`src/rtl/log2_lut_pkg.sv`:
```
package log2_lut_pkg;

    // Extra bits generated before rounding a table word.
    localparam int GUARD_BITS = 4;

    // log2 of the midpoint of region idx, rounded to word_w bits.
    // Uses repeated squaring of a Q30 value: after each squaring, a result
    // of 2 or more yields a one bit and a halving step.
    function automatic logic [31:0] log_entry(input int idx, input int addr_w, input int word_w);
        logic [63:0] x;
        logic [63:0] acc;
        logic [63:0] rnd;
        x   = (64'd1 << 30) + (64'(2 * idx + 1) << (29 - addr_w));
        acc = '0;
        for (int k = 0; k < word_w + GUARD_BITS; k++) begin
            x   = (x * x) >> 30;
            acc = acc << 1;
            if (x >= (64'd1 << 31)) begin
                acc = acc | 64'd1;
                x   = x >> 1;
            end
        end
        rnd = (acc + (64'd1 << (GUARD_BITS - 1))) >> GUARD_BITS;
        if (rnd >= (64'd1 << word_w)) begin
            rnd = (64'd1 << word_w) - 64'd1;
        end
        return rnd[31:0];
    endfunction

endpackage

```
`src/rtl/log2_msb_finder.sv`:
```
module log2_msb_finder #(
    parameter int IN_W   = 32,
    parameter int CHAR_W = $clog2(IN_W)
) (
    input  logic [IN_W-1:0]   vec,
    output logic [CHAR_W-1:0] msb_idx,
    output logic [CHAR_W-1:0] lead_zeros,
    output logic              all_zero
);

    // Priority encoder: the highest set bit wins because it is visited last.
    // Both codes are constants per position, so no subtraction is needed.
    always_comb begin
        msb_idx    = '0;
        lead_zeros = '0;
        all_zero   = 1'b1;
        for (int i = 0; i < IN_W; i++) begin
            if (vec[i]) begin
                msb_idx    = CHAR_W'(i);
                lead_zeros = CHAR_W'(IN_W - 1 - i);
                all_zero   = 1'b0;
            end
        end
    end

endmodule

```
`src/rtl/log2_frac_normalizer.sv`:
```
module log2_frac_normalizer #(
    parameter int IN_W   = 32,
    parameter int FRAC_W = 26,
    parameter int CHAR_W = $clog2(IN_W)
) (
    input  logic [IN_W-2:0]   low_bits,
    input  logic [CHAR_W-1:0] shift,
    output logic [FRAC_W-1:0] frac
);

    // The leading one sits just above low_bits after this shift and is
    // dropped, so the bits under it are left-aligned.
    logic [IN_W-2:0] aligned;
    assign aligned = low_bits << shift;

    generate
        if (FRAC_W <= IN_W - 1) begin : g_trunc
            assign frac = aligned[IN_W-2 -: FRAC_W];
            if (FRAC_W < IN_W - 1) begin : g_drop
                logic unused_tail;
                assign unused_tail = ^aligned[IN_W-2-FRAC_W:0];
            end
        end else begin : g_fill
            assign frac = {aligned, {(FRAC_W - IN_W + 1){1'b0}}};
        end
    endgenerate

endmodule

```
`src/rtl/log2_log_rom.sv`:
```
module log2_log_rom #(
    parameter int ADDR_W = 8,
    parameter int WORD_W = 12
) (
    input  logic [ADDR_W-1:0] addr,
    output logic [WORD_W-1:0] word
);

    localparam int DEPTH = 1 << ADDR_W;

    logic [WORD_W-1:0] rom_mem [DEPTH];

    // One constant word per region, computed at elaboration.
    generate
        for (genvar g = 0; g < DEPTH; g++) begin : g_entry
            localparam logic [31:0] RAW = log2_lut_pkg::log_entry(g, ADDR_W, WORD_W);
            assign rom_mem[g] = RAW[WORD_W-1:0];
        end
    endgenerate

    assign word = rom_mem[addr];

endmodule

```
`src/rtl/log2_lut_conv.sv`:
```
module log2_lut_conv #(
    parameter int IN_W   = 32,
    parameter int FRAC_W = 26,
    parameter int ADDR_W = 8,
    parameter int WORD_W = 12,
    parameter int CHAR_W = $clog2(IN_W)
) (
    input  logic                     clk,
    input  logic                     rst_n,
    input  logic                     in_valid,
    input  logic [IN_W-1:0]          in_data,
    output logic                     out_valid,
    output logic                     out_zero,
    output logic [CHAR_W+WORD_W-1:0] out_log
);

    // Stage 1: encoded leading-one position plus the raw low bits.
    typedef struct packed {
        logic              v;
        logic              z;
        logic [CHAR_W-1:0] ch;
        logic [CHAR_W-1:0] lz;
        logic [IN_W-2:0]   low;
    } enc_st_t;

    // Stage 2: normalized fraction.
    typedef struct packed {
        logic              v;
        logic              z;
        logic [CHAR_W-1:0] ch;
        logic [FRAC_W-1:0] frac;
    } norm_st_t;

    // Stage 3: table word.
    typedef struct packed {
        logic              v;
        logic              z;
        logic [CHAR_W-1:0] ch;
        logic [WORD_W-1:0] word;
    } rd_st_t;

    typedef struct packed {
        enc_st_t  s1;
        norm_st_t s2;
        rd_st_t   s3;
    } pipe_t;

    pipe_t pipe_d, pipe_q;

    logic [CHAR_W-1:0] enc_idx;
    logic [CHAR_W-1:0] enc_lz;
    logic              enc_zero;
    logic [FRAC_W-1:0] norm_frac;
    logic [WORD_W-1:0] rom_word;
    logic              unused_frac_low;

    log2_msb_finder #(.IN_W(IN_W), .CHAR_W(CHAR_W)) u_enc (
        .vec        (in_data),
        .msb_idx    (enc_idx),
        .lead_zeros (enc_lz),
        .all_zero   (enc_zero)
    );

    log2_frac_normalizer #(.IN_W(IN_W), .FRAC_W(FRAC_W), .CHAR_W(CHAR_W)) u_norm (
        .low_bits (pipe_q.s1.low),
        .shift    (pipe_q.s1.lz),
        .frac     (norm_frac)
    );

    log2_log_rom #(.ADDR_W(ADDR_W), .WORD_W(WORD_W)) u_rom (
        .addr (pipe_q.s2.frac[FRAC_W-1 -: ADDR_W]),
        .word (rom_word)
    );

    // Fraction bits below the table address do not affect the result.
    generate
        if (FRAC_W > ADDR_W) begin : g_low
            assign unused_frac_low = ^pipe_q.s2.frac[FRAC_W-ADDR_W-1:0];
        end else begin : g_none
            assign unused_frac_low = 1'b0;
        end
    endgenerate

    always_comb begin
        pipe_d = pipe_q;

        pipe_d.s1.v   = in_valid;
        pipe_d.s1.z   = in_valid & enc_zero;
        pipe_d.s1.ch  = enc_idx;
        pipe_d.s1.lz  = enc_lz;
        pipe_d.s1.low = in_data[IN_W-2:0];

        pipe_d.s2.v    = pipe_q.s1.v;
        pipe_d.s2.z    = pipe_q.s1.z;
        pipe_d.s2.ch   = pipe_q.s1.z ? '0 : pipe_q.s1.ch;
        pipe_d.s2.frac = pipe_q.s1.z ? '0 : norm_frac;

        pipe_d.s3.v    = pipe_q.s2.v;
        pipe_d.s3.z    = pipe_q.s2.z;
        pipe_d.s3.ch   = pipe_q.s2.ch;
        pipe_d.s3.word = pipe_q.s2.z ? '0 : rom_word;
    end

    always_ff @(posedge clk or negedge rst_n) begin
        if (!rst_n) begin
            pipe_q <= '0;
        end else begin
            pipe_q <= pipe_d;
        end
    end

    assign out_valid = pipe_q.s3.v;
    assign out_zero  = pipe_q.s3.z;
    assign out_log   = {pipe_q.s3.ch, pipe_q.s3.word};

endmodule

```
`config.mk`:
```
export PLATFORM = sky130hd
export DESIGN_NAME = log2_lut_conv
export DESIGN_NICKNAME = d
export VERILOG_FILES = /design/src/rtl/log2_lut_pkg.sv /design/src/rtl/log2_msb_finder.sv /design/src/rtl/log2_frac_normalizer.sv /design/src/rtl/log2_log_rom.sv /design/src/rtl/log2_lut_conv.sv
export SDC_FILE = /design/constraint.sdc
export NUM_CORES = 1
export LEC_CHECK = 0
export ABC_CLOCK_PERIOD_IN_PS = 3700
export BUFFER_PORTS_ARGS = -buffer_cell sky130_fd_sc_hd__clkbuf_2
export CELL_PAD_IN_SITES_DETAIL_PLACEMENT = 0
export CELL_PAD_IN_SITES_GLOBAL_PLACEMENT = 1
export CORE_MARGIN = 2
export CORE_UTILIZATION = 46
export CTS_CLUSTER_SIZE = 8
export DETAILED_ROUTE_END_ITERATION = 10
export GPL_ROUTABILITY_DRIVEN = 1
export GPL_TIMING_DRIVEN = 0
export PLACE_DENSITY_LB_ADDON = 0.25
export SYNTH_ARGS = -nofsm -noshare
export SYNTH_HDL_FRONTEND = slang
export SYNTH_SLANG_ARGS = --single-unit
```
`constraint.sdc`:
```
create_clock -name clk -period 3.7 [get_ports clk]
set_clock_uncertainty 0.2 [all_clocks]
set_input_delay 0.74 -clock clk [delete_from_list [all_inputs] [get_ports clk]]
set_output_delay 0.74 -clock clk [all_outputs]
set_load 0.005 [all_outputs]
```
== After elaboration in Yosys (flattened, before gate mapping) ==
Memory sizes are Yosys's and may differ from the RTL's.
Index checks and enable logic that the tools add are counted.

* Memories: 1
* Memory bits (writable): 0
* Word-level logic and storage cells: 118
* Bits in read-only memories: 3072
* Bits in registers: 95
* Bits in latches: 0

* $add $sub $neg: 0
* Muxes and demuxes: 100
* Reductions and logical operators: 0
* Magnitude comparators: 1
* Divide/modulo/power cells: 0
* $mul: 0
* Equal/unequal tests: 0
* Shift operators: 1
* Bitwise operators: 2

{| class="wikitable"
|+ Memory list
! name !! depth !! bits a word !! read ports !! clocked after Yosys merged registers in !! write ports !! line !! RTL
|-
| (no name shown) || 256 || 12 || 1 || 0 || 0 || log2_log_rom.sv:21 || <nowiki>assign word = rom_mem[addr];</nowiki>
|}

{| class="wikitable"
|+ Operator list
! kind !! number
|-
| $mux W5 || 49
|-
| $mux W12 || 3
|-
| $mux W1 || 33
|-
| $mux W4 || 8
|-
| $shl A31 B5 Y31 || 1
|-
| $mux W26 || 1
|-
| $mux W3 || 4
|-
| $ge A9 B9 Y1 const B || 1
|-
| $not A8 Y9 || 1
|-
| $mux W2 || 2
|-
| $and A1 B1 Y1 || 1
|}

== Logic depth before layout (Yosys ltp) ==
Gate-level depths: netlist of run 1.

* Depth in word-level cells: 33
* Mapped depth: 12
* Depth with buffers taken out: 8

== Hierarchy ==
From an unflattened synthesis of run 1, not the netlist that was laid out.

* Cell total of the unflattened synthesis: 958
* Area, all modules: 8007.7 um2

{| class="wikitable"
|+ By module, submodules not included
! module !! area each (um2) !! cells each !! instances
|-
| log2_log_rom || 3158.0 || 525 || 1
|-
| log2_lut_conv || 2304.7 || 122 || 1
|-
| log2_frac_normalizer || 2095.8 || 236 || 1
|-
| log2_msb_finder || 449.2 || 75 || 1
|}

== Least setup slack after synthesis of run 1 ==
No wires, ideal clock.

* Path kind: reg-to-reg
* Start point: register pipe_q[38] (netlist bit)
* End point: register pipe_q (netlist bit out_log[0])
* Period minus slack after synthesis: 2.722 ns
* Path slack: 0.978 ns
* Stages on the path, launching flop included: 12
* Buffers on the path: 3
* Data arrival time: 2.387 ns
* Data required time: 3.366 ns
* Library setup time: 0.134 ns
* Cell sequence: dfrtp_1 buf_2 buf_2 inv_1 ha_1 and2_1 clkbuf_1 nand2_1 o21ai_0 mux4_2 a22oi_1 o31ai_1

{| class="wikitable"
|+ RTL lines
! element !! line !! RTL
|-
| start: declaration || log2_lut_conv.sv:48 || <nowiki>pipe_t pipe_d, pipe_q;</nowiki>
|-
| start signal: assignment || log2_lut_conv.sv:108 || <nowiki>pipe_q <= pipe_d;</nowiki>
|}

==> results.ini, run 1 <==
[status]
result_of_the_run = finished with violations
failing_checks = negative setup slack

[sta]
layout_setup_ws_ns = -0.0175
timing.fmax_mhz = 269
setup_violations = 1
worst_slew_pin_tran_ns = 0.974
slew_violations = 0
shortest_period_the_worst_path_allows_ns = 3.72
finalCritPeriodShare_pct = 100
setup-tns-final_ns = -0.0175
rsz_0062_raised_after_global_routing = false
timing.max_slew.rel_slack_pct = 34.8
report.final.hold_viol_count = 0

[clocking]
cts_inserted_buffers = 9
ctsHoldBuffers = 0
clockRootBuffer = sky130_fd_sc_hd__clkbuf_16
clkLatencyLatePin_ns = 0.35
cts.clk_slew.worst_paths_ns = 0.06
cts_tree = built
tritoncts_num_sinks = 77
htree_num_levels = 3
clock_path_buffers = 2

[drt]
drt-vias-per-instance = 7.23
drt_drc_violations_left = 0
ant_nets = 0
num_vias = 8000
route.detailed.wl_per_inst_um = 28.1
drtIter0Drc = 1578
final_routed_wirelength_across_all_metal_layers_mm = 31.1
drt_pass1_iterations = 7

[finish]
most_common_library_cell_in_the_layout_ignoring_fill_and_taps = sky130_fd_sc_hd__nand2_1
n_antenna_cell = 0
final_layout_size_suffix_gt1_share_pct = 19.3
num-nets-final = 965
most-common-layout-cells = 91 x sky130_fd_sc_hd__nand2_1, 80 x sky130_fd_sc_hd__nor2_1, 78 x sky130_fd_sc_hd__a21oi_1
final_util_pct = 53.0
areaGrowthSynthToFinish_pct = 13.2
final_cells = 1107

[placed_design]
gp_routability_congestion = 1.13
numPortBuffers = 53
detailedPlace.worstSlack_ns = -0.281
dp_hpwl_mm = 22.5
placed_cells_incl_taps = 1089

[critical_path]
arrival_time_at_the_worst_endpoint_ns = 3.76
crit_path_cell_trace = buf_2, inv_1, ha_1, and2_1, clkbuf_1, a221oi_1, nor4_1, o221ai_1, a21oi_1
crit_path_max_incr_delay_ns = 0.58
timing.critical_path.fanout_max = 11
worstSetupPathType = register to register
crit-reg2reg-launch = pipe_q[37]
reg2reg_to = out_log[1]
critPathLaunchType = register
required_ns = 3.75
critical_path.endpoint_type = register
setup.reg_to_reg.worst_slack_ns = -0.02
cpMaxStageDelayCell = sky130_fd_sc_hd__dfrtp_2
r2r.worst_path.cells = 9

[power]
power.share.switching_pct = 42.4
vdd_drop_max_uv = 322
total_switching_power_mw = 1.56
power_leakage_nw = 3.14
pwr_per_cell_area_nw_per_um2 = 483
power.share.combinational_pct = 47.3
seq_power_share_pct = 26.5
power_report.internal_total_mw = 2.13
clock_power_share_pct = 26.2

[synth]
synth_enable_flop_cells = 0
synthDistinctLibCells = 71
synthesis.instances = 851
synth-warning-count = 0
sequential_area_share_after_synthesis_pct = 28.5
postSynthAreaPerCell_sq_um = 7.94
postSynthRegisterBits = 77
syn_area_sq_um = 6750
postSynth.topFlopCell = sky130_fd_sc_hd__dfrtp_1
async_reset_ff_share_pct = 100
synth_nets = 898

[floorplan]
floorplan.core_area_sq_um = 14400
initial_core_util_pct = 46.8
io_pins = 54
die_y_um = 125
rows = 44
total_die_area_sq_um = 15700
die-width_um = 125

[global_routing]
grt_first_pass_wirelength_mm = 46.2
grt_antenna_before_repair = 0
globalRouteOverflowTotal = 0
first_global_vias = 7588
groute.usage.overall_pct = 38.9
grt_start_max_net_pins = 72

[worst_hold_path]
hold_path.class = input port to async pin

[run]
timing.max_cap.violations = 0

==> sequential cells by signal, indices dropped and copies added, names as in the netlist <==
| register | count |
|---|---|
| out_valid | 1 |
| pipe_d | 9 |
| pipe_q | 49 |
| out_zero | 1 |
| out_log | 17 |
==> power by group through the flow <==
stage	logic (mW)	registers, mW	clock network, mW
floorplan	1.03	0.967	0
global placement	1.63	0.989	0
detailed placement	1.60	0.990	0
CTS	1.61	0.976	0.985
global route	1.79	0.984	1.02
finish	1.75	0.978	0.967
==> metrics by stage <==
step / hold slack (ns) / instance area (sq um) / total power, mW
final: 0.0363 / 7650 / 3.69
after global routing: 0.0370 / 7650 / 3.80
after CTS: 0.0317 / 7620 / 3.57
after detailed placement: 0.135 / 7280 / 2.59
after global placement: 0.133 / 7250 / 2.62
after floorplan: 0.131 / 6750 / 2.00
==> cell usage after synthesis (all sizes together), types with 5 or more instances <==
| library cell | n | area share, % |
|---|---|---|
| o31ai | 6 | 0.67 |
| and2 | 6 | 0.56 |
| ha | 12 | 2.2 |
| or2 | 6 | 0.59 |
| mux2 | 16 | 2.7 |
| a21oi | 78 | 5.8 |
| nor3 | 24 | 1.8 |
| a221oi | 6 | 0.78 |
| nor2b | 17 | 1.7 |
| nor2 | 80 | 4.4 |
| o21ai | 52 | 3.9 |
| clkbuf | 25 | 1.4 |
| buf | 69 | 7.0 |
| mux2i | 31 | 4.6 |
| nand3 | 21 | 1.6 |
| nand2 | 91 | 5.1 |
| a31oi | 15 | 1.4 |
| inv | 23 | 1.3 |
| o211ai | 18 | 2.0 |
| o22ai | 13 | 1.2 |
| a211oi | 20 | 2.2 |
| a21o | 5 | 0.56 |
| a311oi | 12 | 1.6 |
| nor4 | 17 | 1.6 |
| o311ai | 9 | 1.2 |
| nand2b | 24 | 2.2 |
| mux4 | 8 | 2.7 |
| dfrtp | 77 | 29 |
==> what timing repair did <==
| item | CTS | global route |
|---|---|---|
| setup buffers | 2 | 0 |
| resized for setup | 3 | 6 |
| hold endpoints to repair | 0 | 0 |
| endpoints found under the setup margin | 3 | 3 |
==> how the worst max path moves through the flow <==
stage | startpoint | endpoint | slack [ns] | cells past startpoint
detailed placement | pipe_q[38] | out_log[1] | -0.28 | 11
CTS | pipe_q[37] | out_log[1] | 0.01 | 10
global route | pipe_q[38] | out_log[1] | 0.03 | 11
finish | pipe_q[37] | out_log[1] | -0.02 | 9
global placement | pipe_q[38] | out_log[1] | -0.38 | 11
floorplan | pipe_q[38] | out_log[0] | 0.98 | 11
==> worst max-delay path: cells and delay by family (launching register included) <==
kind                       cells  cell delay [ns]
AOI/OAI and AO/OA              3             0.69
DFF                            1             0.58
and+or+nand+nor                2             0.67
adders and majority gates      1             0.46
buffers and inverters          3             1.01
==> area by class of cell <==
cell class                 count  area (sq um)
multi-input combinational    657          4200
timing repair buffer          56           310
clock inverter                 5          82.6
buffer                        94           567
tap                          184           230
fill                        1370          6780
sequential                    77          1930
clock buffer                  11           243
inverter                      23          90.1
==> cells by family (layout without fill, tap and decap cells) <==
logic type	count (synthesis)	in the layout	synth area share (%)
simple gates	301	301	21.1
compound gates	287	287	28.3
buf+inv	117	189	9.64
flops	77	77	28.5
mux	55	55	9.99
fa+ha+maj	12	12	2.22
xor+xnor	2	2	0.259
==> per-layer routing <==
metal | GRT usage [%] | up-vias | wire length (um)
met5 | 0 | - | 0
met4 | 20.8 | 0 | 2020
met3 | 15.9 | 211 | 4760
met2 | 56.3 | 823 | 12700
met1 | 49.5 | 3693 | 11600
li1 | - | 3273 | -
Note: power is estimated with default switching activity, not from simulation.
==> run 2: changes to the inputs <==
Settings changed: CAP_MARGIN set to 25, CORE_UTILIZATION 46 to 48, SYNTH_HIERARCHICAL set to 1.
==> results.ini, run 2 <==
[status]
result_of_the_run = finished with violations
failing_checks = negative setup slack

[floorplan]
floorplan.core_area_sq_um = 15700
die_y_um = 130
die-width_um = 130
total_die_area_sq_um = 16900
initial_core_util_pct = 48.5
io_pins = 54
rows = 46

[power]
power_leakage_nw = 3.39
vdd_drop_max_uv = 383
pwr_per_cell_area_nw_per_um2 = 439

[synth]
synth_nets = 949
synth-warning-count = 6
syn_area_sq_um = 7620
synthesis.instances = 901
postSynthAreaPerCell_sq_um = 8.46

[clocking]
cts_inserted_buffers = 9
clock_path_buffers = 2
clkLatencyLatePin_ns = 0.35
ctsHoldBuffers = 0
tritoncts_num_sinks = 77
cts.clk_slew.worst_paths_ns = 0.07
clockRootBuffer = sky130_fd_sc_hd__clkbuf_16
htree_num_levels = 3
cts_tree = built

[critical_path]
critPathLaunchType = register
setup.reg_to_reg.worst_slack_ns = -0.05
worstSetupPathType = register to register
crit-reg2reg-launch = pipe_q[37]
critical_path.endpoint_type = register
timing.critical_path.fanout_max = 11
arrival_time_at_the_worst_endpoint_ns = 3.78
required_ns = 3.74
r2r.worst_path.cells = 10
reg2reg_to = out_log[1]

[global_routing]
globalRouteOverflowTotal = 0
first_global_vias = 8057
grt_start_max_net_pins = 70
groute.usage.overall_pct = 40.2
grt_antenna_before_repair = 2
grt_first_pass_wirelength_mm = 49.7

[sta]
setup_violations = 1
shortest_period_the_worst_path_allows_ns = 3.75
report.final.hold_viol_count = 0
rsz_0062_raised_after_global_routing = false
layout_setup_ws_ns = -0.0458
timing.max_slew.rel_slack_pct = 41.4
finalCritPeriodShare_pct = 101
slew_violations = 0
worst_slew_pin_tran_ns = 0.872
timing.fmax_mhz = 267

[finish]
areaGrowthSynthToFinish_pct = 12.1
registers.top_by_ff_count = pipe_q
largest_register_ff_count = 49
final_cells = 1191
num-nets-final = 1017
final_layout_size_suffix_gt1_share_pct = 25.6
design_area_sq_um = 8550
layout.filler_cells = 1445
most_common_library_cell_in_the_layout_ignoring_fill_and_taps = sky130_fd_sc_hd__dfrtp_1
final_util_pct = 54.4
most-common-layout-cells = 75 x sky130_fd_sc_hd__dfrtp_1, 72 x sky130_fd_sc_hd__nor2_1, 67 x sky130_fd_sc_hd__a21oi_1

[drt]
ant_nets = 0
route.detailed.wl_per_inst_um = 28.3
num_vias = 8324
drt-vias-per-instance = 6.99
drtIter0Drc = 1086
drt_pass1_iterations = 9
drt_drc_violations_left = 0
final_routed_wirelength_across_all_metal_layers_mm = 33.7

[placed_design]
cell_area_placed_sq_um = 8190
dp_hpwl_mm = 24.4
placed_cells_incl_taps = 1171
numPortBuffers = 53
gp_routability_congestion = 1.06

[worst_hold_path]
hold_path.class = input port to async pin

[run]
timing.max_cap.violations = 0

## run 2: report_power, final
| group | switching [mW] | leakage (nW) | internal, mW | total [mW] |
|---|---|---|---|---|
| Combinational | 1.19 | 2.36 | 0.688 | 1.88 |
| Sequential | 0.0677 | 0.878 | 0.922 | 0.990 |
| Clock | 0.398 | 0.150 | 0.482 | 0.879 |
| Total | 1.66 | 3.39 | 2.09 | 3.75 |
## run 2: routing by layer
metal | track usage (%) | part of all wire (%) | wire length, um
met5 | 0 | 0.15 | 52
met4 | 31.0 | 9.3 | 3120
met3 | 11.2 | 11 | 3800
met2 | 67.2 | 47 | 15800
met1 | 43.0 | 32 | 10900
## run 2: critical path, cell delays in order, from the launching register on
cell and delay (ns):
sky130_fd_sc_hd__dfrtp_2 0.50, sky130_fd_sc_hd__buf_2 0.23, sky130_fd_sc_hd__inv_1 0.27, sky130_fd_sc_hd__ha_1 0.20, sky130_fd_sc_hd__clkbuf_1 0.48, sky130_fd_sc_hd__clkbuf_2 0.39, sky130_fd_sc_hd__a211oi_1 0.21, sky130_fd_sc_hd__o311ai_1 0.58
sky130_fd_sc_hd__o21ai_0 0.20, sky130_fd_sc_hd__o22a_1 0.22, sky130_fd_sc_hd__nor2b_2 0.15
## run 2: final cells by class
type | count | area, sq um | area share [%]
plain buffers | 113 | 667 | 7.80
clock inverters | 7 | 81.3 | 0.952
multi-input cells | 691 | 4970 | 58.2
inverters | 20 | 78.8 | 0.922
diodes | 1 | 2.50 | 0.0293
clock buffers | 9 | 225 | 2.64
repair buffers | 57 | 318 | 3.72
flip-flops and latches | 77 | 1930 | 22.6
well taps | 216 | 270 | 3.16
## run 2: worst max-delay path by stage
stage / depth (start not counted) / to / slack (ns) / start
after detailed placement: 10 / out_log[1] / -0.44 / pipe_q[38]
after global routing: 11 / out_log[1] / 0.05 / pipe_q[37]
after CTS: 10 / out_log[1] / 0.006 / pipe_q[38]
after global placement: 10 / out_log[1] / -0.66 / pipe_q[38]
final: 10 / out_log[1] / -0.05 / pipe_q[37]
after floorplan: 10 / out_log[8] / 0.78 / pipe_q[39]
## run 2: what timing repair did
item                                    4_1_cts  5_1_grt
endpoints found under the setup margin        8        7
setup buffers                                 0        3
resized for setup                             6        6
pin swaps                                     0        1
## run 2: stage by stage
| step | total power [mW] | setup WS, ns | TNS, ns | hold WS [ns] |
|---|---|---|---|---|
| 2_1_floorplan | 2.12 | 0.784 | 0 | 0.131 |
| 3_3_place_gp | 2.80 | -0.665 | -2.46 | 0.132 |
| 3_5_place_dp | 2.75 | -0.443 | -1.19 | 0.135 |
| 4_1_cts | 3.65 | 0.00619 | 0 | 0.0326 |
| 5_1_grt | 3.87 | 0.0465 | 0 | 0.0369 |
| 6_report | 3.75 | -0.0458 | -0.0458 | 0.0368 |
==> run 3: changes to the inputs <==
Settings changed: CTS_CLUSTER_DIAMETER set to 80, SKIP_CTS_REPAIR_TIMING set to 1.
==> results.ini, run 3 (synthesis gave the netlist of run 2 again) <==
[finish]
areaGrowthSynthToFinish_pct = 12.0
final_cells = 1189
largest_register_ff_count = 49
num-nets-final = 1016
n_antenna_cell = 0
final_layout_size_suffix_gt1_share_pct = 25.6
most-common-layout-cells = 75 x sky130_fd_sc_hd__dfrtp_1, 72 x sky130_fd_sc_hd__nor2_1, 67 x sky130_fd_sc_hd__a21oi_1
registers.top_by_ff_count = pipe_q
most_common_library_cell_in_the_layout_ignoring_fill_and_taps = sky130_fd_sc_hd__dfrtp_1

[floorplan]
io_pins = 54
total_die_area_sq_um = 16900
die-width_um = 130
floorplan.core_area_sq_um = 15700
rows = 46
initial_core_util_pct = 48.5
die_y_um = 130

[sta]
report.final.hold_viol_count = 0
timing.max_slew.rel_slack_pct = 40.9
timing.fmax_mhz = 265
setup_violations = 1
setup-tns-final_ns = -0.0691
worst_slew_pin_tran_ns = 0.878
finalCritPeriodShare_pct = 102
shortest_period_the_worst_path_allows_ns = 3.77
fin_hold_ws_ns = 0.0380
slew_violations = 0
rsz_0062_raised_after_global_routing = false
layout_setup_ws_ns = -0.0691

[clocking]
clock_path_buffers = 2
tritoncts_num_sinks = 77
clkLatencyLatePin_ns = 0.35
cts_tree = built
clockRootBuffer = sky130_fd_sc_hd__clkbuf_16
cts_inserted_buffers = 9
htree_num_levels = 3
cts.clk_slew.worst_paths_ns = 0.07

[placed_design]
detailedPlace.worstSlack_ns = -0.443
placed_cells_incl_taps = 1171
numPortBuffers = 53
dp_hpwl_mm = 24.4
gp_routability_congestion = 1.06

[power]
pwr_per_cell_area_nw_per_um2 = 439
seq_power_share_pct = 26.4
power_report.internal_total_mw = 2.09
power.share.switching_pct = 44.2
power_leakage_nw = 3.39
clock_power_share_pct = 23.5
total_switching_power_mw = 1.66
vdd_drop_max_uv = 383
power.share.combinational_pct = 50.1
finalPower_mw = 3.75

[drt]
drt_drc_violations_left = 0
route.detailed.wl_per_inst_um = 28.3
drt_pass1_iterations = 8
ant_nets = 0
drt-vias-per-instance = 6.98
final_routed_wirelength_across_all_metal_layers_mm = 33.7
drtIter0Drc = 1165
num_vias = 8297

[critical_path]
worstSetupPathType = register to register
timing.critical_path.fanout_max = 11
reg2reg_to = out_log[1]
arrival_time_at_the_worst_endpoint_ns = 3.81
end_point_of_the_critical_path = out_log[1]
setup.reg_to_reg.worst_slack_ns = -0.07
r2r.worst_path.cells = 10
required_ns = 3.74
timing.critical_path.from = pipe_q[37]
crit-reg2reg-launch = pipe_q[37]
critical_path.endpoint_type = register
critPathLaunchType = register

[global_routing]
grt_start_max_net_pins = 70
grt_first_pass_wirelength_mm = 49.7
grt_antenna_before_repair = 2
groute.usage.overall_pct = 40.2
globalRouteOverflowTotal = 0
first_global_vias = 8066

[status]
result_of_the_run = finished with violations
failing_checks = negative setup slack

[run]
timing.max_cap.violations = 0

[worst_hold_path]
hold_path.class = input port to async pin

==> run 3: cell count changes in the layout (fill, tap and decap cells not counted) <==
cell	before	now
sky130_fd_sc_hd__clkbuf_1	27	26
sky130_fd_sc_hd__diode_2	1	0
==> run 3: how the worst min path moves through the flow <==
stage / from / endpoint / slack, ns / cells after the start
after floorplan: pipe_d[12] / out_log[12] / 0.13 / 0
final: rst_n / pipe_d[51] / 0.04 / 1
after detailed placement: pipe_d[15] / out_log[15] / 0.13 / 0
after CTS: rst_n / pipe_d[51] / 0.03 / 1
after global placement: pipe_d[14] / out_log[14] / 0.13 / 0
after global routing: rst_n / pipe_d[50] / 0.04 / 1
==> run 3: worst max-delay path, cell delays in order (launching register included) <==
cell,delay (ns)
sky130_fd_sc_hd__dfrtp_2,0.50
sky130_fd_sc_hd__buf_2,0.23
sky130_fd_sc_hd__inv_1,0.28
sky130_fd_sc_hd__ha_1,0.21
sky130_fd_sc_hd__clkbuf_1,0.50
sky130_fd_sc_hd__clkbuf_2,0.40
sky130_fd_sc_hd__a211oi_1,0.22
sky130_fd_sc_hd__o311ai_1,0.56
sky130_fd_sc_hd__o21ai_0,0.19
sky130_fd_sc_hd__o22a_1,0.22
sky130_fd_sc_hd__nor2b_2,0.15
==> run 3: power groups by stage <==
stage                     Clock, mW  Sequential, mW  Combinational (mW)
after global placement            0            1.00                1.80
final                         0.880           0.990                1.88
after global routing          0.933           0.995                1.94
after floorplan                   0           0.974                1.14
after CTS                     0.896           0.988                1.76
after detailed placement          0            1.00                1.75
==> run 3: stage by stage <==
step | cell area, sq um | utilization (%)
after floorplan | 7620 | -
after global placement | 8160 | 51.9
after detailed placement | 8190 | 52.1
after CTS | 8500 | 54.1
after global routing | 8540 | 54.3
final | 8540 | 54.3
==> run 3: area by class of cell <==
type	instances	area, sq um
inverters	20	78.8
plain buffers	112	663
multi-input cells	691	4970
clock buffers	9	225
well taps	216	270
fillers	1448	7170
flip-flops and latches	77	1930
clock inverters	7	81.3
repair buffers	57	318
==> run 3: layer usage <==
layer,global-route usage (%),wire [um],vias to the layer above
li1,-,-,3491
met1,42.9,11000,3829
met2,66.8,15600,717
met3,11.4,3790,256
met4,32.3,3300,4
met5,0,21,-
